--- src/rtl/pf_sched_pkg.sv ---
package pf_sched_pkg;

  // Accuracy classes produced at each interval boundary.
  typedef enum logic [1:0] {
    ACC_LOW  = 2'd0,
    ACC_MID  = 2'd1,
    ACC_HIGH = 2'd2
  } acc_band_e;

endpackage

--- src/rtl/pf_bank_fifo.sv ---
module pf_bank_fifo #(
  parameter int W     = 32,
  parameter int DEPTH = 4,
  localparam int PTR_W = $clog2(DEPTH),
  localparam int LVL_W = $clog2(DEPTH + 1)
) (
  input  logic             clk,
  input  logic             rst_n,
  input  logic             push,
  input  logic [W-1:0]     din,
  input  logic             pop,
  output logic [W-1:0]     dout,
  output logic             full,
  output logic [LVL_W-1:0] level
);

  localparam logic [PTR_W-1:0] LAST_PTR = PTR_W'(DEPTH - 1);

  logic [W-1:0]     mem [DEPTH];
  logic [PTR_W-1:0] rd_q, rd_d, wr_q, wr_d;
  logic [LVL_W-1:0] lvl_q, lvl_d;
  logic             do_push, do_pop;

  always_comb begin
    full    = (lvl_q == LVL_W'(DEPTH));
    do_push = push && !full;
    do_pop  = pop && (lvl_q != '0);
    wr_d    = wr_q;
    rd_d    = rd_q;
    lvl_d   = lvl_q;
    if (do_push) wr_d = (wr_q == LAST_PTR) ? '0 : wr_q + PTR_W'(1);
    if (do_pop)  rd_d = (rd_q == LAST_PTR) ? '0 : rd_q + PTR_W'(1);
    if (do_push && !do_pop)      lvl_d = lvl_q + LVL_W'(1);
    else if (do_pop && !do_push) lvl_d = lvl_q - LVL_W'(1);
  end

  always_ff @(posedge clk or negedge rst_n) begin
    if (!rst_n) begin
      rd_q  <= '0;
      wr_q  <= '0;
      lvl_q <= '0;
    end else begin
      rd_q  <= rd_d;
      wr_q  <= wr_d;
      lvl_q <= lvl_d;
    end
  end

  // Storage carries no reset; the level guards every read.
  always_ff @(posedge clk) begin
    if (do_push) mem[wr_q] <= din;
  end

  assign dout  = mem[rd_q];
  assign level = lvl_q;

endmodule

--- src/rtl/pf_occ_counter.sv ---
module pf_occ_counter #(
  parameter int OCC_W = 6
) (
  input  logic             clk,
  input  logic             rst_n,
  input  logic             inc,
  input  logic             dec,
  output logic [OCC_W-1:0] count
);

  logic [OCC_W-1:0] cnt_q, cnt_d;

  always_comb begin
    cnt_d = cnt_q;
    if (inc && !dec && (cnt_q != '1))      cnt_d = cnt_q + OCC_W'(1);
    else if (dec && !inc && (cnt_q != '0)) cnt_d = cnt_q - OCC_W'(1);
  end

  always_ff @(posedge clk or negedge rst_n) begin
    if (!rst_n) cnt_q <= '0;
    else        cnt_q <= cnt_d;
  end

  assign count = cnt_q;

endmodule

--- src/rtl/pf_accuracy.sv ---
module pf_accuracy
  import pf_sched_pkg::*;
#(
  parameter int INTERVAL = 100000,
  parameter int OCC_W    = 6
) (
  input  logic             clk,
  input  logic             rst_n,
  input  logic             pf_used,
  input  logic             pf_issued,
  input  logic [OCC_W-1:0] thr_low,
  input  logic [OCC_W-1:0] thr_mid,
  input  logic [OCC_W-1:0] thr_high,
  output logic [OCC_W-1:0] send_thr
);

  localparam int TICK_W = $clog2(INTERVAL);
  localparam int EV_W   = $clog2(INTERVAL + 1);
  localparam int PROD_W = EV_W + 5;

  logic [TICK_W-1:0] tick_q, tick_d;
  logic [EV_W-1:0]   used_q, used_d, iss_q, iss_d;
  logic [EV_W-1:0]   used_tot, iss_tot;
  logic [PROD_W-1:0] used_x20, used_x5, iss_x17, iss_x2;
  logic              last;
  acc_band_e         band_q, band_d;

  always_comb begin
    last     = (tick_q == TICK_W'(INTERVAL - 1));
    // Strobes on the boundary cycle still belong to the closing interval.
    used_tot = used_q + EV_W'(pf_used);
    iss_tot  = iss_q + EV_W'(pf_issued);
    used_x20 = PROD_W'(used_tot) * PROD_W'(20);
    used_x5  = PROD_W'(used_tot) * PROD_W'(5);
    iss_x17  = PROD_W'(iss_tot) * PROD_W'(17);
    iss_x2   = PROD_W'(iss_tot) * PROD_W'(2);
    tick_d   = last ? '0 : tick_q + TICK_W'(1);
    used_d   = last ? '0 : used_tot;
    iss_d    = last ? '0 : iss_tot;
    band_d   = band_q;
    if (last && (iss_tot != '0)) begin
      if (used_x20 > iss_x17)    band_d = ACC_HIGH;
      else if (used_x5 < iss_x2) band_d = ACC_LOW;
      else                       band_d = ACC_MID;
    end
  end

  always_ff @(posedge clk or negedge rst_n) begin
    if (!rst_n) begin
      tick_q <= '0;
      used_q <= '0;
      iss_q  <= '0;
      band_q <= ACC_HIGH;
    end else begin
      tick_q <= tick_d;
      used_q <= used_d;
      iss_q  <= iss_d;
      band_q <= band_d;
    end
  end

  always_comb begin
    case (band_q)
      ACC_LOW:  send_thr = thr_low;
      ACC_MID:  send_thr = thr_mid;
      default:  send_thr = thr_high;
    endcase
  end

endmodule

--- src/rtl/pf_pick.sv ---
module pf_pick #(
  parameter int NUM_BANKS = 4,
  parameter int OCC_W     = 6,
  localparam int BANK_W   = $clog2(NUM_BANKS)
) (
  input  logic [NUM_BANKS-1:0]            cand,
  input  logic [NUM_BANKS-1:0][OCC_W-1:0] occ,
  input  logic [OCC_W-1:0]                thr,
  output logic                            any,
  output logic [BANK_W-1:0]               sel
);

  logic [OCC_W-1:0] best;

  // Strict less-than keeps the lowest index among equal occupancies.
  always_comb begin
    any  = 1'b0;
    sel  = '0;
    best = '0;
    for (int b = 0; b < NUM_BANKS; b++) begin
      if (cand[b] && (occ[b] <= thr) && (!any || (occ[b] < best))) begin
        any  = 1'b1;
        sel  = BANK_W'(b);
        best = occ[b];
      end
    end
  end

endmodule

--- src/rtl/pf_bank_sched.sv ---
module pf_bank_sched #(
  parameter int NUM_BANKS  = 4,
  parameter int ADDR_W     = 32,
  parameter int FIFO_DEPTH = 4,
  parameter int OCC_W      = 6,
  parameter int INTERVAL   = 100000,
  localparam int BANK_W    = $clog2(NUM_BANKS),
  localparam int LVL_W     = $clog2(FIFO_DEPTH + 1)
) (
  input  logic              clk,
  input  logic              rst_n,
  input  logic              in_valid,
  output logic              in_ready,
  input  logic [ADDR_W-1:0] in_addr,
  input  logic [BANK_W-1:0] in_bank,
  input  logic              alloc_valid,
  input  logic [BANK_W-1:0] alloc_bank,
  input  logic              dealloc_valid,
  input  logic [BANK_W-1:0] dealloc_bank,
  input  logic              pf_used,
  input  logic              pf_issued,
  input  logic [OCC_W-1:0]  thr_low,
  input  logic [OCC_W-1:0]  thr_mid,
  input  logic [OCC_W-1:0]  thr_high,
  output logic              out_valid,
  input  logic              out_ready,
  output logic [ADDR_W-1:0] out_addr,
  output logic [BANK_W-1:0] out_bank
);

  logic [NUM_BANKS-1:0]             full;
  logic [NUM_BANKS-1:0]             nonempty;
  logic [NUM_BANKS-1:0][LVL_W-1:0]  lvl;
  logic [NUM_BANKS-1:0][ADDR_W-1:0] heads;
  logic [NUM_BANKS-1:0][OCC_W-1:0]  occ;
  logic [OCC_W-1:0]                 send_thr;
  logic [BANK_W-1:0]                sel;
  logic                             any;
  logic                             take;

  assign in_ready = !full[in_bank];
  assign take     = any && out_ready;

  for (genvar b = 0; b < NUM_BANKS; b++) begin : g_bank
    logic bank_push, bank_pop, bank_inc, bank_dec;

    assign bank_push   = in_valid && in_ready && (in_bank == BANK_W'(b));
    assign bank_pop    = take && (sel == BANK_W'(b));
    assign bank_inc    = alloc_valid && (alloc_bank == BANK_W'(b));
    assign bank_dec    = dealloc_valid && (dealloc_bank == BANK_W'(b));
    assign nonempty[b] = (lvl[b] != '0);

    pf_bank_fifo #(
      .W     (ADDR_W),
      .DEPTH (FIFO_DEPTH)
    ) u_fifo (
      .clk   (clk),
      .rst_n (rst_n),
      .push  (bank_push),
      .din   (in_addr),
      .pop   (bank_pop),
      .dout  (heads[b]),
      .full  (full[b]),
      .level (lvl[b])
    );

    pf_occ_counter #(
      .OCC_W (OCC_W)
    ) u_occ (
      .clk   (clk),
      .rst_n (rst_n),
      .inc   (bank_inc),
      .dec   (bank_dec),
      .count (occ[b])
    );
  end

  pf_accuracy #(
    .INTERVAL (INTERVAL),
    .OCC_W    (OCC_W)
  ) u_acc (
    .clk       (clk),
    .rst_n     (rst_n),
    .pf_used   (pf_used),
    .pf_issued (pf_issued),
    .thr_low   (thr_low),
    .thr_mid   (thr_mid),
    .thr_high  (thr_high),
    .send_thr  (send_thr)
  );

  pf_pick #(
    .NUM_BANKS (NUM_BANKS),
    .OCC_W     (OCC_W)
  ) u_pick (
    .cand (nonempty),
    .occ  (occ),
    .thr  (send_thr),
    .any  (any),
    .sel  (sel)
  );

  assign out_valid = any;
  assign out_bank  = sel;
  assign out_addr  = heads[sel];

endmodule

--- config.mk ---
export PLATFORM = sky130hd
export DESIGN_NAME = pf_bank_sched
export DESIGN_NICKNAME = d
export VERILOG_FILES = /design/src/rtl/pf_sched_pkg.sv /design/src/rtl/pf_bank_fifo.sv /design/src/rtl/pf_occ_counter.sv /design/src/rtl/pf_accuracy.sv /design/src/rtl/pf_pick.sv /design/src/rtl/pf_bank_sched.sv
export SDC_FILE = /design/constraint.sdc
export NUM_CORES = 1
export LEC_CHECK = 0
export BUFFER_PORTS_ARGS = -buffer_cell sky130_fd_sc_hd__buf_4
export CORE_ASPECT_RATIO = 0.75
export CORE_MARGIN = 5
export CORE_UTILIZATION = 60
export CTS_CLUSTER_SIZE = 25
export DETAILED_ROUTE_END_ITERATION = 8
export GPL_TIMING_DRIVEN = 0
export PLACE_DENSITY = 0.77
export SLEW_MARGIN = 15
export SYNTH_ARGS = -nofsm -noshare
export SYNTH_HDL_FRONTEND = slang
export SYNTH_HIERARCHICAL = 1
export SYNTH_SLANG_ARGS = --single-unit
--- constraint.sdc ---
create_clock -name clk -period 18.3 [get_ports clk]
set_clock_uncertainty 0.05 [all_clocks]
set_input_delay 2.745 -clock clk [delete_from_list [all_inputs] [get_ports clk]]
set_output_delay 2.745 -clock clk [all_outputs]
set_load 0.02 [all_outputs]
==> metrics.md <==
| Metric | Value |
|---|---|
| Initial antenna violation count | `3` |
| Die width | `around 270 um` |
| Arrival time worst endpoint | `roughly 11 ns` |
| Rel. slew slack | `between 40 and 50%` |
| Share of cells above drive strength 1 | `24.64%` |
| Adder-Cell Fraction of Synth Area | `between 7 and 8%` |
| ANT nets after route | `0` |
| Type of origin of the critical path | `input pin` |
| Max-Cap Viols | `0` |
| Hold Violations, Final | `0` |
| Row Count | `70` |
| Initial Util | `60.91%` |
| Reg clk slew, reported paths | `~0.06 ns` |
| WHS Path Cells | `1` |
| Synth Flop Type | `edfxtp_1` |
| Most common cell after layout, fill and taps aside | `edfxtp_1` |
| Initial DRC count | `approximately 1900` |
| Overflow after GRT | `0` |
| Syn_nets | `2072` |
| Post_cts resized | `0` |
| Setup slack after placement | `a little under 5 ns` |
| Worst hold path endpoint | `u_acc/tick_q[4]` |
| Post-CTS Setup Inserts | `0` |
| Mapped Area | `between 20000 and 30000 um^2` |
| Seq cells post-synth | `between 600 and 700` |
| Fin crit share | `~75%` |
| Filler cells | `3122` |
| Avg Inst Size Synth | `~16 um^2` |
| Clk_lat worst skew | `0.61 ns` |
| Core area | `about 50000 um^2` |
| RSZ-0062 raised after global routing | `no` |
| Final Max Tran Viols | `0` |
| Multiplexer share of the synthesized area | `14.20%` |
| Hold_buf cts | `0` |
| CTS Root Cell | `clkbuf_16` |
| Status | `finished clean` |
| Via Count | `~17000` |
| R2R Setup Slk | `around 8.5 ns` |
| Footprint of the multi-input gates | `between 10000 and 15000 um^2` |
| Post-synth EDFFs | `just over 500` |
| Number of I/O port buffers | `between 90 and 100` |
| TritonCTS clock tree | `yes` |
| GRT Total Usage | `a little over a quarter` |
| Fmax | `about 73 MHz` |
| Mapped Cells | `approximately 1800` |
| Final wirelength | `around 70000 um` |
| Critical Path Sink Type | `primary output` |
| Register area | `approximately 18000 um^2` |
| H-Tree Depth | `2` |
| Xor/xnor cell area share of the yosys netlist | `3.470%` |
| Tightest Pin Transition | `0.8599 ns` |
| Setup TNS | `0 ns` |
| Final GP Congestion | `~0.9` |
| Worst hold path class | `flop to flop` |
| Setup Viol. Count Final | `0` |
| Max incr delay on CP | `~0.63 ns` |
| Largest net degree at the start of global routing | `around 110` |
| CP max FO | `10` |
| Final Worst Setup Slack | `roughly 4.7 ns` |
| Die height | `a little over 200 um` |
| Yosys cell types | `90` |
| Reg2Reg Depth | `40` |
| Vias per cell | `approximately 6.4` |
| Residual DRC count | `0` |
| Routed WL per cell | `25.94 um` |
| Die area | `between 50000 and 60000 um^2` |
| Asr flop ratio synth | `~17%` |
| Reg-to-reg startpoint | `u_acc/band_q[0]` |
| Global-route wire length before repair | `108000 um` |
| Area growth from synthesis to layout | `12.58%` |
| IO Pins | `100` |
| Critical path's slowest cell | `o41ai_4` |
| Sequential share of the synthesized area | `between 60% and 70%` |
| Hold path startpoint | `u_acc/tick_q[4]` |
| Most frequent cells in the layout | `edfxtp_1 (512), ha_1 (158), mux4_2 (157)` |
| Dpl hpwl | `between 40000 and 50000 um` |
| CP dominant cell by count | `a21o_1` |
| Total CTS buffers | `57` |
| Compound-Gate Fraction of Synth Area | `under 10%` |
| Synth warnings | `6` |
| Number of global-route vias before repair | `about 18000` |
| Layout Utilization | `68.58%` |
| CTS max path bufs | `3` |
| Simple-Gate Fraction of Synth Area | `7.287%` |
| Fin nets | `roughly 2200` |
| Critical Path RT | `about 16 ns` |
| Sink Count | `between 600 and 700` |
| Crit path time final | `about 14 ns` |
| 1st-pass router iterations | `5` |
| R2r endpoint | `g_bank[2].u_fifo/level[1]` |
| Main combinational cell family by area after synthesis | `multiplexers` |
| Crit path kind | `input pin to primary output` |
## cell families after synthesis
family          count (synthesis)
simple gates                  396
mux                           212
buf+inv                       134
compound gates                199
flops                         617
fa+ha+maj                     169
xor+xnor                      113
## flip-flops by register name (all words and copies together), names as in the netlist, 8 cells and up
register,flops
g_bank.u_fifo/wr_q,8
g_bank.u_occ/count,24
u_acc/tick_q,17
g_bank.u_fifo/mem,512
u_acc/iss_q,17
g_bank.u_fifo/level,12
u_acc/used_q,17
g_bank.u_fifo/rd_q,8
## synth_stat cells (26+ instances only)
| cell | instances | area share, % |
|---|---|---|
| xor2_1 | 48 | 1.4 |
| mux2_2 | 28 | 1.1 |
| inv_1 | 76 | 0.96 |
| mux4_2 | 157 | 12 |
| edfxtp_1 | 512 | 52 |
| nor2_1 | 120 | 1.5 |
| ha_1 | 158 | 6.6 |
| a21o_1 | 42 | 1.1 |
| buf_2 | 26 | 0.44 |
| dfrtp_1 | 104 | 8.7 |
| nand2_1 | 68 | 0.86 |
| a21oi_1 | 48 | 0.81 |
| xnor2_1 | 59 | 1.7 |
## cell type report
class	count	share of cell area, %
Sequential cell	617	53.62
Clock inverter	29	0.7788
Buffer	57	1.178
Clock buffer	77	4.565
Inverter	77	0.8608
Multi-Input combinational cell	1089	33.23
Timing Repair Buffer	116	3.350
Tap cell	648	2.415
Antenna cell	1	0.007453
## stage by stage
step / cells / cell area [um^2] / hold slack (ns)
2_1_floorplan: 1840 / 29820 / 0.3887
3_3_place_gp: 2587 / 31380 / 0.4067
3_5_place_dp: 2603 / 31750 / 0.4076
4_1_cts: 2709 / 33550 / 0.4208
5_1_grt: 2711 / 33580 / 0.4428
6_report: 2711 / 33580 / 0.4238
## worst max path at each step
stage	startpoint	to	cells past startpoint
after global placement	thr_mid[0]	out_addr[2]	34
after CTS	thr_mid[0]	out_addr[2]	34
after global routing	thr_mid[3]	out_addr[2]	35
after detailed placement	thr_mid[0]	out_addr[30]	34
final	thr_mid[3]	out_addr[2]	35
after floorplan	thr_mid[3]	out_addr[10]	33
## metal layers
layer  global-route usage (%)  vias to the layer above  share of wire [%]
li1                         -                     7523                  -
met1                    38.35                     8754                 41
met2                    41.48                      863                 47
met3                    5.973                      104                9.6
met4                    5.931                        4                2.0
met5                        0                        -              0.038
## worst max-delay path, delay by kind of cell
kind                       cells  cell delay, ns
adders and majority gates      4            1.25
AOI/OAI and AO/OA             16            3.35
and+or+nand+nor                6            1.03
buffers and inverters          6            1.56
muxes                          3            0.90
Power is not shown: default switching activity piles up to over one toggle a cycle in this logic, so the estimate is an artifact.
